===== config.mk =====
export PLATFORM = sky130hd
export DESIGN_NAME = cdalu_top
export DESIGN_NICKNAME = d
export VERILOG_FILES = /design/src/rtl/cdalu_pkg.sv /design/src/rtl/cdalu_arith.sv /design/src/rtl/cdalu_logic.sv /design/src/rtl/cdalu_cond.sv /design/src/rtl/cdalu_top.sv
export SDC_FILE = /design/constraint.sdc
export NUM_CORES = 1
export LEC_CHECK = 0
export BUFFER_PORTS_ARGS = -buffer_cell sky130_fd_sc_hd__buf_4
export CAP_MARGIN = 30
export CELL_PAD_IN_SITES_DETAIL_PLACEMENT = 0
export CELL_PAD_IN_SITES_GLOBAL_PLACEMENT = 1
export CORE_MARGIN = 3
export CORE_UTILIZATION = 40
export DETAILED_ROUTE_END_ITERATION = 10
export GPL_ROUTABILITY_DRIVEN = 1
export PLACE_DENSITY = 0.95
export SLEW_MARGIN = 20
export SYNTH_ARGS = -nofsm -noshare
export SYNTH_HDL_FRONTEND = slang
export SYNTH_SLANG_ARGS = --single-unit

===== constraint.sdc =====
create_clock -name clk -period 1.3 [get_ports clk]
set_clock_uncertainty 0.2 [all_clocks]
set_input_delay 0.065 -clock clk [delete_from_list [all_inputs] [get_ports clk]]
set_output_delay 0.065 -clock clk [all_outputs]
set_load 0.01 [all_outputs]

===== src/rtl/cdalu_pkg.sv =====
package cdalu_pkg;

   typedef enum logic [2:0] {
      OP_ADD  = 3'd0,
      OP_ADDC = 3'd1,
      OP_AND  = 3'd2,
      OP_INC  = 3'd3,
      OP_DEC  = 3'd4
   } cdalu_op_e;

   typedef enum logic [1:0] {
      CM_ALWAYS = 2'd0,
      CM_IFSET  = 2'd1,
      CM_IFCLR  = 2'd2,
      CM_NEVER  = 2'd3
   } cdalu_cmode_e;

   function automatic logic op_known(input logic [2:0] op);
      return op <= 3'd4;
   endfunction

endpackage


===== src/rtl/cdalu_arith.sv =====
module cdalu_arith
   import cdalu_pkg::*;
#(
   parameter int DATA_W = 32
) (
   input  logic [DATA_W-1:0] a,
   input  logic [DATA_W-1:0] b,
   input  logic [2:0]        op,
   input  logic              cin,
   output logic [DATA_W-1:0] res,
   output logic              cout
);
   localparam int HALF_W = DATA_W / 2;

   logic [DATA_W:0] wide_sum;
   logic [HALF_W-1:0] hi_up, hi_dn;
   logic use_cin;

   assign use_cin  = (op == OP_ADDC) & cin;
   assign wide_sum = {1'b0, a} + {1'b0, b} + {{DATA_W{1'b0}}, use_cin};
   assign hi_up    = a[DATA_W-1:HALF_W] + HALF_W'(1);
   assign hi_dn    = a[DATA_W-1:HALF_W] - HALF_W'(1);

   always_comb begin
      res  = '0;
      cout = 1'b0;
      case (op)
         OP_ADD, OP_ADDC: begin
            res  = wide_sum[DATA_W-1:0];
            cout = wide_sum[DATA_W];
         end
         OP_INC:  res = {hi_up, {HALF_W{1'b0}}};
         OP_DEC:  res = {hi_dn, {HALF_W{1'b0}}};
         default: res = '0;
      endcase
   end

endmodule


===== src/rtl/cdalu_logic.sv =====
module cdalu_logic #(
   parameter int HALF_W = 16
) (
   input  logic [HALF_W-1:0] a_hi,
   input  logic [HALF_W-1:0] b_hi,
   output logic [2*HALF_W-1:0] res
);
   assign res = {a_hi & b_hi, {HALF_W{1'b0}}};
endmodule


===== src/rtl/cdalu_cond.sv =====
module cdalu_cond
   import cdalu_pkg::*;
(
   input  logic [1:0] mode,
   input  logic       flag,
   input  logic [2:0] op,
   output logic       wr_en
);
   logic cond_ok;

   always_comb begin
      case (mode)
         CM_ALWAYS: cond_ok = 1'b1;
         CM_IFSET:  cond_ok = flag;
         CM_IFCLR:  cond_ok = ~flag;
         default:   cond_ok = 1'b0;
      endcase
   end

   assign wr_en = cond_ok & op_known(op);
endmodule


===== src/rtl/cdalu_top.sv =====
module cdalu_top
   import cdalu_pkg::*;
#(
   parameter int DATA_W          = 32,
   parameter bit FLAG_FROM_CARRY = 1'b1
) (
   input  logic              clk,
   input  logic              rst_n,
   input  logic [DATA_W-1:0] src_a,
   input  logic [DATA_W-1:0] src_b,
   input  logic [2:0]        op_sel,
   input  logic [1:0]        cond_mode,
   input  logic              flag_in,
   input  logic [DATA_W-1:0] dst_cur,
   output logic [DATA_W-1:0] dst_q,
   output logic              flag_q
);
   localparam int HALF_W = DATA_W / 2;

   generate
      if (DATA_W < 4 || (DATA_W % 2) != 0) begin : g_bad_width
         $error("cdalu_top: DATA_W must be even and at least 4");
      end
   endgenerate

   logic [DATA_W-1:0] arith_res, logic_res, alu_res;
   logic              arith_cout, wr_en, flag_nxt;

   cdalu_arith #(.DATA_W(DATA_W)) u_arith (
      .a(src_a), .b(src_b), .op(op_sel), .cin(flag_in),
      .res(arith_res), .cout(arith_cout)
   );

   cdalu_logic #(.HALF_W(HALF_W)) u_logic (
      .a_hi(src_a[DATA_W-1:HALF_W]), .b_hi(src_b[DATA_W-1:HALF_W]),
      .res(logic_res)
   );

   cdalu_cond u_cond (
      .mode(cond_mode), .flag(flag_in), .op(op_sel), .wr_en(wr_en)
   );

   assign alu_res = (op_sel == OP_AND) ? logic_res : arith_res;

   generate
      if (FLAG_FROM_CARRY) begin : g_flag_carry
         assign flag_nxt = (wr_en && op_sel == OP_ADDC) ? arith_cout : flag_in;
      end else begin : g_flag_pass
         logic unused_cout;
         assign unused_cout = arith_cout;
         assign flag_nxt    = flag_in;
      end
   endgenerate

   always_ff @(posedge clk or negedge rst_n) begin
      if (!rst_n) begin
         dst_q  <= '0;
         flag_q <= 1'b0;
      end else begin
         dst_q  <= wr_en ? alu_res : dst_cur;
         flag_q <= flag_nxt;
      end
   end

   // reset values
   always @(posedge clk) begin
      if (!rst_n) a_r1_reset_zero: assert (dst_q == '0 && flag_q == 1'b0);
   end

   // mode 3 never writes
   a_r7_never_mode: assert property (@(posedge clk) disable iff (!rst_n)
      cond_mode == CM_NEVER |=> dst_q == $past(dst_cur));

   // flag-gated modes hold when the flag disagrees
   a_r7_flag_gate: assert property (@(posedge clk) disable iff (!rst_n)
      ((cond_mode == CM_IFSET && !flag_in) || (cond_mode == CM_IFCLR && flag_in))
      |=> dst_q == $past(dst_cur));

   // unknown codes hold the destination
   a_r8_unknown_op: assert property (@(posedge clk) disable iff (!rst_n)
      op_sel > 3'd4 |=> dst_q == $past(dst_cur));

   // AND always leaves the low half at zero when written
   a_r4_and_low_zero: assert property (@(posedge clk) disable iff (!rst_n)
      (op_sel == OP_AND && cond_mode == CM_ALWAYS) |=> dst_q[HALF_W-1:0] == '0);

   // increment steps the upper half by one
   a_r5_inc_hi: assert property (@(posedge clk) disable iff (!rst_n)
      (op_sel == OP_INC && cond_mode == CM_ALWAYS)
      |=> dst_q[DATA_W-1:HALF_W] == HALF_W'($past(src_a[DATA_W-1:HALF_W]) + HALF_W'(1)));

   // flag passes through on non-carry operations
   a_r9_flag_pass: assert property (@(posedge clk) disable iff (!rst_n)
      op_sel != OP_ADDC |=> flag_q == $past(flag_in));

endmodule


==> impl_results.html <==
<table>
<tr><th>Metric</th><th>Value</th></tr>
<tr><th colspan="2">Setup path</th></tr>
<tr><td>Critical Path Sink Type</td><td>register</td></tr>
<tr><td>Critical path start-end classification</td><td>input pin to register</td></tr>
<tr><td>Crit path DAT</td><td>approximately 2.8 ns</td></tr>
<tr><td>Required time of the worst setup path</td><td>between 1 and 1.5 ns</td></tr>
<tr><td>Crit path launch type</td><td>input pin</td></tr>
<tr><td>Max FO, Critical Path</td><td>5</td></tr>
<tr><th colspan="2">Run</th></tr>
<tr><td>Number of maximum-capacitance constraint violations</td><td>0</td></tr>
<tr><th colspan="2">Clocking</th></tr>
<tr><td>Worst-path clk slew</td><td>around 0.09 ns</td></tr>
<tr><td>Number of buffers between clock root and the deepest sink</td><td>2</td></tr>
<tr><td>Total CTS buffers</td><td>5</td></tr>
<tr><td>CTS tree</td><td>built</td></tr>
<tr><td>Root cell of the clock tree</td><td>sky130_fd_sc_hd__clkbuf_8</td></tr>
<tr><td>Number of H-tree levels</td><td>2</td></tr>
<tr><td># clock sinks</td><td>33</td></tr>
<tr><th colspan="2">Final layout</th></tr>
<tr><td>Number of antenna repair diodes</td><td>0</td></tr>
<tr><td>Total area of sequential cells</td><td>roughly 830 sq um</td></tr>
<tr><td>Final Cell Area</td><td>0.006805 sq mm</td></tr>
<tr><td>Post-route non-filler standard cell count</td><td>860</td></tr>
<tr><td>Post-layout net count</td><td>approximately 900</td></tr>
<tr><td>Total area of multi-input combinational cells</td><td>slightly above 0.003 sq mm</td></tr>
<tr><td>Fraction of final layout cells with drive strength greater than 1</td><td>between 40% and 50%</td></tr>
<tr><td>Fill cell count</td><td>592</td></tr>
<tr><td>Layout overhead on the synthesized area</td><td>80.28%</td></tr>
<tr><th colspan="2">Power</th></tr>
<tr><td>Worst IR Drop VDD</td><td>~0.64 mV</td></tr>
<tr><td>Total power divided by cell area</td><td>roughly 740 mW/mm^2</td></tr>
<tr><td>Static power due to leakage</td><td>3.433 nW</td></tr>
<tr><th colspan="2">Yosys</th></tr>
<tr><td>Share of flip-flops with an asynchronous set or reset after synthesis</td><td>100.0%</td></tr>
<tr><td>Top flip-flop cell by instance count after synthesis</td><td>sky130_fd_sc_hd__dfrtp_1</td></tr>
<tr><td>Top cells by count, synth</td><td>sky130_fd_sc_hd__ha_1, sky130_fd_sc_hd__a21oi_1, sky130_fd_sc_hd__nand2_1</td></tr>
<tr><td>Seq cells post-synth</td><td>33</td></tr>
<tr><td>Synthesized area divided by synthesized cell count</td><td>8.560 sq um</td></tr>
<tr><td>Synthesized netlist net count</td><td>~600</td></tr>
<tr><td>Register area share after synthesis</td><td>a little over a fifth</td></tr>
<tr><td>Yosys warning count</td><td>0</td></tr>
<tr><td>Post-Syn Instances</td><td>between 400 and 500</td></tr>
<tr><td>Most used standard cell by instance count after synthesis</td><td>sky130_fd_sc_hd__ha_1</td></tr>
<tr><td>Top post-synthesis cells by area</td><td>sky130_fd_sc_hd__dfrtp_1, sky130_fd_sc_hd__ha_1, sky130_fd_sc_hd__a21o_1, sky130_fd_sc_hd__xnor2_1, sky130_fd_sc_hd__a21oi_1</td></tr>
<tr><td>Largest area contributor in the synthesized netlist</td><td>sky130_fd_sc_hd__dfrtp_1</td></tr>
<tr><td>Library cells used by synthesis</td><td>63</td></tr>
<tr><td>Top-area cell type share of the netlist area</td><td>approximately 22%</td></tr>
<tr><td>Number of enable flip-flop cells after synthesis</td><td>0</td></tr>
<tr><td>Cell area after synthesis</td><td>around 0.0038 sq mm</td></tr>
<tr><th colspan="2">Timing</th></tr>
<tr><td>Final Hold Fails</td><td>0</td></tr>
<tr><td>Slew @ Worst Pin</td><td>between 0.4 and 0.5 ns</td></tr>
<tr><td>Smallest setup slack after layout</td><td>-1.498 ns</td></tr>
<tr><td>Final Cycle Share</td><td>215.2%</td></tr>
<tr><td>Normalized max-slew margin</td><td>about two thirds</td></tr>
<tr><td>Minimum clock period</td><td>2.798 ns</td></tr>
<tr><td>Pins over their slew limit</td><td>0</td></tr>
<tr><td>Highest clock frequency the design can meet</td><td>approximately 360 MHz</td></tr>
<tr><td>RSZ-0062 raised after global routing</td><td>yes</td></tr>
<tr><td>Number of setup violations in the final report</td><td>33</td></tr>
<tr><th colspan="2">Route</th></tr>
<tr><td>First drt pass iteration count</td><td>5</td></tr>
<tr><td>Routed Antenna Nets</td><td>0</td></tr>
<tr><td>DRC viols</td><td>0</td></tr>
<tr><td>WL final</td><td>15570 um</td></tr>
<tr><td>Routed via count</td><td>around 4900</td></tr>
<tr><td>Via density</td><td>between 5 and 6</td></tr>
<tr><td>Detail-routed net length per standard cell</td><td>roughly 18 um</td></tr>
<tr><td>Detailed Route Iter0 Violations</td><td>between 200 and 300</td></tr>
<tr><th colspan="2">Die</th></tr>
<tr><td>Std cell rows</td><td>34</td></tr>
<tr><td>Horizontal die dimension</td><td>a little over 100 um</td></tr>
<tr><td>Starting density of the core</td><td>a little over two fifths</td></tr>
<tr><td>Die ar.</td><td>0.01064 sq mm</td></tr>
<tr><td>Top-Level Pins</td><td>between 100 and 150</td></tr>
<tr><td>Placeable Area</td><td>~0.0089 sq mm</td></tr>
<tr><td>Chip Height</td><td>between 100 and 150 um</td></tr>
<tr><th colspan="2">Global routing</th></tr>
<tr><td>Global-route wire length before repair</td><td>roughly 24000 um</td></tr>
<tr><td>Initial antenna violation count</td><td>0</td></tr>
<tr><td>Via count of the first global-routing pass</td><td>about 5200</td></tr>
<tr><td>Overall global routing resource usage</td><td>between 20 and 30%</td></tr>
<tr><td>Pin count of the biggest net entering global routing</td><td>34</td></tr>
<tr><td>Overflow left after global routing</td><td>0</td></tr>
<tr><th colspan="2">Hold path</th></tr>
<tr><td>Cell depth of the worst hold path</td><td>4</td></tr>
<tr><td>Path class of the lowest-slack min-delay path</td><td>input pin to register</td></tr>
<tr><th colspan="2">Placement</th></tr>
<tr><td>Final weighted congestion in routability-driven placement</td><td>0.9651</td></tr>
<tr><td>Number of cells after detailed placement</td><td>797</td></tr>
<tr><td>Worst slack at placement</td><td>-1.723 ns</td></tr>
<tr><td>Post-DP HPWL</td><td>between 10000 and 15000 um</td></tr>
<tr><td>Placed inst area</td><td>~0.0059 sq mm</td></tr>
<tr><td>Number of port buffers</td><td>roughly 140</td></tr>
<tr><th colspan="2">Outcome</th></tr>
<tr><td>Failing checks</td><td>negative setup slack</td></tr>
<tr><td>Run status</td><td>finished with violations</td></tr>
</table>
==> state kept, by name (all words and copies together), names as in the netlist <==
name	cells
flag_q	1
dst_q	32
==> worst max-delay path, stage by stage <==
cell and delay, ns:
sky130_fd_sc_hd__buf_12 0.11, sky130_fd_sc_hd__nor2_4 0.11, sky130_fd_sc_hd__nand3_2 0.08, sky130_fd_sc_hd__fa_2 0.38
sky130_fd_sc_hd__fa_2 0.39, sky130_fd_sc_hd__nor2b_4 0.16, sky130_fd_sc_hd__o31ai_4 0.09, sky130_fd_sc_hd__a21oi_2 0.20
sky130_fd_sc_hd__o211ai_2 0.15, sky130_fd_sc_hd__a21oi_2 0.22, sky130_fd_sc_hd__buf_4 0.15, sky130_fd_sc_hd__nor2_2 0.04
sky130_fd_sc_hd__o21ai_2 0.16, sky130_fd_sc_hd__mux2i_1 0.11, sky130_fd_sc_hd__a221oi_1 0.29, sky130_fd_sc_hd__nor2_1 0.08
==> report_power, final <==
part / total (mW) / leakage [nW] / internal [mW] / switching, mW
Combinational: 2.80 / 2.98 / 1.49 / 1.31
Sequential: 1.17 / 0.399 / 1.13 / 0.0379
Clock: 1.09 / 0.0574 / 0.625 / 0.462
==> final timing paths <==
path | startpoint | to | slack (ns)
setup / recovery | op_sel[1] | dst_q[24]$_DFF_PN0_ | -1.50
hold / removal | flag_in | flag_q$_DFF_PN0_ | 0.002
max in group asynchronous | rst_n | dst_q[26]$_DFF_PN0_ | 0.45
min in group asynchronous | rst_n | dst_q[3]$_DFF_PN0_ | 0.10
==> stage by stage <==
| stage | utilization (%) | hold WS (ns) | setup TNS, ns | total power, mW |
|---|---|---|---|---|
| finish | 76.18 | 0.001978 | -32.12 | 5.062 |
| global route | 76.18 | 0.01501 | -34.91 | 5.330 |
| CTS | 74.66 | 0.000003136 | -29.22 | 4.890 |
| detailed placement | 66.20 | -0.1412 | -41.79 | 3.587 |
| global placement | 66.20 | -0.1521 | -39.29 | 3.513 |
| floorplan | - | -0.4306 | -35.76 | 2.400 |
==> final cells by class <==
type / instances / share of cell area, %
clock inverter: 2 / 0.5516
tap: 108 / 1.986
timing repair buffer: 321 / 37.89
multi-input combinational: 383 / 45.84
inverter: 7 / 0.3861
sequential: 33 / 12.13
clock buffer: 6 / 1.213
==> logic make-up after synthesis <==
logic type      count (synthesis)  synth area share, %
compound gates                166                32.52
xor+xnor                       36                8.353
fa+ha+maj                      48                16.51
buf+inv                        25                2.552
flops                          33                21.88
mux                             5                1.326
simple gates                  128                16.87
==> layer usage <==
layer / vias to the layer above / GRT usage, % / wire length (um)
met5: - / 0 / 0
met4: 0 / 9.263 / 454
met3: 48 / 4.465 / 1043
met2: 232 / 53.43 / 8239
met1: 2353 / 31.36 / 5836
li1: 2277 / - / -
==> cells in the final DEF, fill, tap and decap left out, types with 4 or more instances in the layout <==
cell type,count
sky130_fd_sc_hd__buf_4,273
sky130_fd_sc_hd__ha_1,43
sky130_fd_sc_hd__dfrtp_1,33
sky130_fd_sc_hd__dlygate4sd3_1,33
sky130_fd_sc_hd__nand2_1,32
sky130_fd_sc_hd__a21oi_1,31
sky130_fd_sc_hd__a21o_1,28
sky130_fd_sc_hd__nor2_1,26
sky130_fd_sc_hd__xnor2_1,22
sky130_fd_sc_hd__a21oi_2,14
sky130_fd_sc_hd__o21ai_1,12
sky130_fd_sc_hd__a22o_1,12
sky130_fd_sc_hd__buf_6,11
sky130_fd_sc_hd__o21ai_0,10
sky130_fd_sc_hd__nand3_1,9
sky130_fd_sc_hd__xor2_1,9
sky130_fd_sc_hd__nand2b_1,8
sky130_fd_sc_hd__inv_1,7
sky130_fd_sc_hd__nor2b_1,7
sky130_fd_sc_hd__a222oi_1,7
sky130_fd_sc_hd__or3_1,6
sky130_fd_sc_hd__clkbuf_8,6
sky130_fd_sc_hd__nand4_1,5
sky130_fd_sc_hd__mux2i_1,5
sky130_fd_sc_hd__nor2_2,5
sky130_fd_sc_hd__o21ai_2,5
sky130_fd_sc_hd__o21a_1,5
sky130_fd_sc_hd__nand2_2,5
sky130_fd_sc_hd__and2_1,4
sky130_fd_sc_hd__nor3_1,4
sky130_fd_sc_hd__a221oi_1,4
sky130_fd_sc_hd__xor2_2,4
==> timing repair <==
item                                    4_1_cts  5_1_grt
hold buffers                                 33        0
endpoints found under the setup margin       32       33
buffers inserted                             19       12
pin swaps                                    66       40
gates resized for setup                      40       22
hold endpoints to repair                     65        0
(Power assumes the default switching activity.)
